===== config.mk =====
export PLATFORM = sky130hd
export DESIGN_NAME = obs_chain
export DESIGN_NICKNAME = d
export VERILOG_FILES = /design/src/rtl/obs_chain.sv
export SDC_FILE = /design/constraint.sdc
export NUM_CORES = 1
export LEC_CHECK = 0
export ABC_AREA = 0
export CAP_MARGIN = 20
export CORE_MARGIN = 2
export CORE_UTILIZATION = 45
export CTS_BUF_LIST = sky130_fd_sc_hd__clkbuf_8
export DETAILED_ROUTE_END_ITERATION = 7
export PLACE_DENSITY = 0.78
export SETUP_SLACK_MARGIN = 0.3
export SLEW_MARGIN = 20
export SYNTH_ARGS = -nofsm -noshare
export SYNTH_HDL_FRONTEND = slang
export SYNTH_SLANG_ARGS = --single-unit
export TNS_END_PERCENT = 1

===== constraint.sdc =====
create_clock -name clk -period 3.5 [get_ports clk]
set_input_delay 0.525 -clock clk [delete_from_list [all_inputs] [get_ports clk]]
set_output_delay 0.525 -clock clk [all_outputs]
set_load 0.1 [all_outputs]

===== src/rtl/obs_chain.sv =====
module obs_chain #(
  parameter int N = 8
) (
  input  logic         clk,
  input  logic         rst_n,
  input  logic         smp_i,
  input  logic         shf_i,
  input  logic         unl_start_i,
  input  logic         sin_i,
  input  logic [N-1:0] obs_i,
  output logic [N-1:0] chain_o,
  output logic         sout_o,
  output logic         busy_o,
  output logic         done_o
);
  localparam int CW = $clog2(N + 1);

  logic [CW-1:0] cnt;
  logic [N-1:0]  prev;
  logic [N-1:0]  nxt;
  logic          launch;

  assign prev   = {chain_o[N-2:0], sin_i};
  assign busy_o = (cnt != '0);
  assign launch = unl_start_i && !busy_o;
  assign sout_o = chain_o[N-1];

  always_comb begin
    if (busy_o)      nxt = prev;
    else if (launch) nxt = chain_o;
    else begin
      unique case ({smp_i, shf_i})
        2'b00:   nxt = chain_o;
        2'b10:   nxt = obs_i;
        2'b01:   nxt = prev;
        default: nxt = prev ^ obs_i;
      endcase
    end
  end

  always_ff @(posedge clk or negedge rst_n) begin
    if (!rst_n) begin
      chain_o <= '0;
      cnt     <= '0;
      done_o  <= 1'b0;
    end else begin
      chain_o <= nxt;
      done_o  <= busy_o && (cnt == CW'(1));
      if (busy_o)      cnt <= cnt - CW'(1);
      else if (launch) cnt <= CW'(N);
    end
  end

  AST_HOLD: assert property (@(posedge clk) disable iff (!rst_n)
    (!busy_o && !unl_start_i && !smp_i && !shf_i) |=> $stable(chain_o));
  AST_SNAP: assert property (@(posedge clk) disable iff (!rst_n)
    (!busy_o && !unl_start_i && smp_i && !shf_i) |=> chain_o == $past(obs_i));
  AST_SHIFT: assert property (@(posedge clk) disable iff (!rst_n)
    (!busy_o && !unl_start_i && !smp_i && shf_i)
      |=> chain_o == {$past(chain_o[N-2:0]), $past(sin_i)});
  AST_SIG: assert property (@(posedge clk) disable iff (!rst_n)
    (!busy_o && !unl_start_i && smp_i && shf_i)
      |=> chain_o == ({$past(chain_o[N-2:0]), $past(sin_i)} ^ $past(obs_i)));
  AST_LAUNCH: assert property (@(posedge clk) disable iff (!rst_n)
    (unl_start_i && !busy_o) |=> busy_o && $stable(chain_o));
  AST_BUSY_SHIFT: assert property (@(posedge clk) disable iff (!rst_n)
    busy_o |=> chain_o == {$past(chain_o[N-2:0]), $past(sin_i)});
  AST_DONE_AFTER: assert property (@(posedge clk) disable iff (!rst_n)
    $fell(busy_o) |-> done_o);
  AST_DONE_ONCE: assert property (@(posedge clk) disable iff (!rst_n)
    done_o |-> !busy_o && $past(busy_o));
endmodule


Word level (Yosys, flattened, before mapping)
Cells that the tools add are included.
{"block": "classes", "n_eq_ne": 5, "addsub": 1, "n_reduce_logical": 7, "n_mux": 5, "bitwise": 1}
{"op": "$pmux 8 s3", "n": 1}
{"op": "$mux 8", "n": 2}
{"op": "$mux 4", "n": 2}
{"op": "$xor 8x8->8", "n": 1}
{"op": "$eq 4x1->1 const B", "n": 1}
{"op": "$ne 2x2->1 const B", "n": 2}
{"op": "$reduce_bool 4->1", "n": 1}
{"op": "$sub 4x1->4 const B", "n": 1}
{"op": "$eq 2x1->1 const B", "n": 1}
{"op": "$eq 2x2->1 const B", "n": 1}
{"op": "$logic_and 1x1->1", "n": 2}
{"op": "$logic_not 2->1", "n": 1}
{"op": "$reduce_and 2->1", "n": 1}
{"op": "$reduce_bool 2->1", "n": 1}
{"op": "$logic_not 1->1", "n": 1}
{"block": "totals", "output_inout_bits": 11, "ff_bits": 13, "wordCells": 22}

Depth between registers and ports, before layout
{"block": "depth", "depth_word": 5, "mapped_depth": 7}

Worst setup path before layout
No wires, ideal clock.
{"block": "synth_timing", "kind": "register to output", "startpoint": "register chain_o[7]", "endpoint": "output chain_o[7]", "required_ns": 2.975, "path_slack_ns": 1.634, "stages_incl_launch_ff": 2, "arrival_ns": 1.341, "path_cell_list": "dfrtp_1 > buf_4"}
{"item": "from (decl)", "line_no": "11", "rtl": "output logic [N-1:0] chain_o,"}
{"item": "from (signal assigned)", "line_no": "47", "rtl": "chain_o <= nxt;"}
No word-level cell between the ends.

Worst setup path in the final report
{"block": "layout_timing", "startpoint": "register cnt[0]", "endpoint": "output busy_o"}
{"block": "layout_between", "elab_chain_len": 1}
{"item": "from (decl)", "line_no": "18", "rtl": "logic [CW-1:0] cnt;"}
{"item": "from (signal assigned)", "line_no": "49", "rtl": "if (busy_o) cnt <= cnt - CW'(1);"}
{"item": "from (signal assigned)", "line_no": "50", "rtl": "else if (launch) cnt <= CW'(N);"}
{"item": "$reduce_bool 4->1", "line_no": "24", "rtl": "assign busy_o = (cnt != '0);"}
{"item": "to (decl)", "line_no": "13", "rtl": "output logic busy_o,"}
No other way between the ends.

==> results by group <==
Min path
  – Worst hold start: cnt[3]
  – Hold depth: 1
  – Worst hold path type: register to register
  – Worst Hold Endpoint: done_o

Clock network
  – Root buf cell: clkbuf_8
  – Clk_lat worst skew: 240 ps
  – Clock transition at path regs: 50 ps
  – Clock sink count: 13
  – H-tree levels: 1
  – Hold-fix buffers, CTS: 0
  – Max Root-Sink Buffers: 2
  – CTS tree: done
  – Total CTS buffers: 3
  – Post-cts resize count: 0
  – Post-CTS setup buffers: 0

Die
  – Initial core utilization: 47.11%
  – Die W: 46.28 um
  – Die Footprint: 0.002142 mm2
  – I/O pin count: 25
  – Chip height: 46.28 um
  – Row cnt: 15
  – Core ar.: 0.001708 mm2

STA
  – Fin crit period: 2466 ps
  – Max Fclk: 405.5 MHz
  – Final setup vio count: 0
  – Max Slew Vio Count: 0
  – Hold Fails Final Rpt: 0
  – Worst slew pin tran: 966.3 ps
  – Rel. slew slack: 35.38%
  – Unrepaired setup endpoints after global routing: false
  – Final worst clock skew: 4.360 ps
  – Final Cycle Share: 70.47%
  – Final setup TNS: 0 ps

GRT
  – First-pass GRT wire length: 2.842 mm
  – Gr usage total: 18.61%
  – Largest net degree at the start of global routing: 19
  – Vias in the first global route: 654
  – Initial antenna violation count: 0
  – Residual overflow from global routing: 0

Final layout
  – Layout area overhead: 33.90%
  – Most frequent cells in the layout: clkdlybuf4s50_1, dfrtp_1, inv_1, nor2_1, nor3_1
  – Commonest non-fill, non-tap cell in the layout: clkdlybuf4s50_1
  – Layout cell share with drive strength beyond 1: 7.143%
  – Final-layout fill cell count: 143
  – ANT cells: 0
  – Nets: 130

Synth
  – Yosys reg bits: 13
  – Syn_nets: 108
  – Synth Instances: 91
  – Mapped cell area: 804.5 um2
  – Count of cell types in the netlist: 24
  – Ys Warns: 0
  – Syn avg cell area: 8.841 um2
  – Register area share after synthesis: 40.44%

Run status
  – Outcome: complete, no violations

Placement
  – Number of port buffers: 24
  – RePlAce Congestion: 0.8006
  – DP Wirelength: 1.248 mm

Detailed routing
  – Drt first-iter violations: 20
  – Post-DRT Antenna Nets: 0
  – Avg WL per Cell: 12.77 um
  – Drt total wl: 1.749 mm
  – DRT Pass-1 Iters: 4
  – Vias: 757
  – Detailed-route vias per instance: 5.526
  – Remaining DRCs: 0

Critical path
  – CP Data Arrival Time: 1940 ps
  – Crit-path cells: nor4_4, inv_2, buf_4
  – Worst R2R Path Depth: 4
  – WS Path Type: register to primary output
  – Reg2reg end: chain_o[5]
  – Req. time, crit path: 2970 ps
  – R2r setup slk: 1530 ps
  – Reg2reg start: cnt[0]
  – Crit path max fanout: 17
  – Critical path startpoint category: register
  – Worst stage delay on the critical path: 660 ps
  – Slowest cell on crit path: nor4_4
  – Crit end category: primary output

Job
  – Max Cap Viol: 0
[worst max-delay path: cells and delay by family, from the launching register on]
kind / cells / cell delay [ps]
flip-flops: 1 / 450
AND/OR/NAND/NOR: 1 / 660
buffers and inverters: 2 / 590
[worst max path at each step]
stage,from,end,slack (ps)
after floorplan,chain_o[7],chain_o[7],1630
after global placement,smp_i,chain_o[2],1080
after detailed placement,smp_i,chain_o[5],1020
after CTS,cnt[0],busy_o,1040
after global routing,cnt[0],busy_o,930
final,cnt[0],busy_o,1030
[registers in the layout (all words and copies together) (netlist names)]
register / flops
chain_o: 8
cnt: 4
done_o: 1
[kinds of logic (layout without fill, tap and decap cells)]
family | Yosys count | count (layout) | share of synthesized area, %
buffers and inverters | 19 | 40 | 10.73
adder cells (fa/ha/maj) | 3 | 3 | 4.666
AND/OR/NAND/NOR | 28 | 28 | 18.04
flip-flops | 13 | 13 | 40.44
AO/OA/AOI/OAI | 27 | 27 | 24.73
multiplexers | 1 | 1 | 1.400
[per-layer routing]
layer	GRT usage (%)	up-vias	part of all wire, %
met5	0	-	0
met4	8.000	0	1.1
met1	24.52	347	46
met2	29.44	32	47
met3	3.529	2	5.5
li1	-	376	-
[synth_stat cells, drive strengths merged]
cell      n  share of area, %
nand3     1              0.62
nor3      9               5.6
dfrtp    13                40
and2      1              0.78
mux2      1               1.4
o31ai     8               7.5
nor4b     1               1.1
ha        3               4.7
nand2     2              0.93
clkbuf    2               1.1
inv      12               5.6
nand2b    1              0.78
nor2     12               5.6
o21ai     3               2.3
a31oi     8               6.2
nor4      1               2.6
o2111ai   8               8.7
buf       5               4.0
[area by class of cell]
cell class              count  area [um2]  area share [%]
multi-input cells          59       392.9           36.47
flip-flops and latches     13       325.3           30.20
repair buffers             24       237.7           22.07
inverters                  12       45.04           4.181
clock buffers               3       41.29           3.833
well taps                  25       31.28           2.904
clock inverters             1       3.754          0.3484
[through the flow]
stage | cells | area (um2) | utilization [%] | worst slack [ps] | hold slack (ps)
after global placement | 133 | 1032 | 60.44 | 1082 | 523.0
after floorplan | 91 | 804.5 | - | 1634 | 229.4
final | 137 | 1077 | 63.08 | 1034 | 544.9
after global routing | 137 | 1077 | 63.08 | 926.5 | 581.9
after CTS | 137 | 1077 | 63.08 | 1037 | 540.4
after detailed placement | 133 | 1032 | 60.44 | 1018 | 529.4
Power is left out: the tool's default activity adds up to more than one toggle a clock period on the data nets, which glitch-free logic cannot reach.
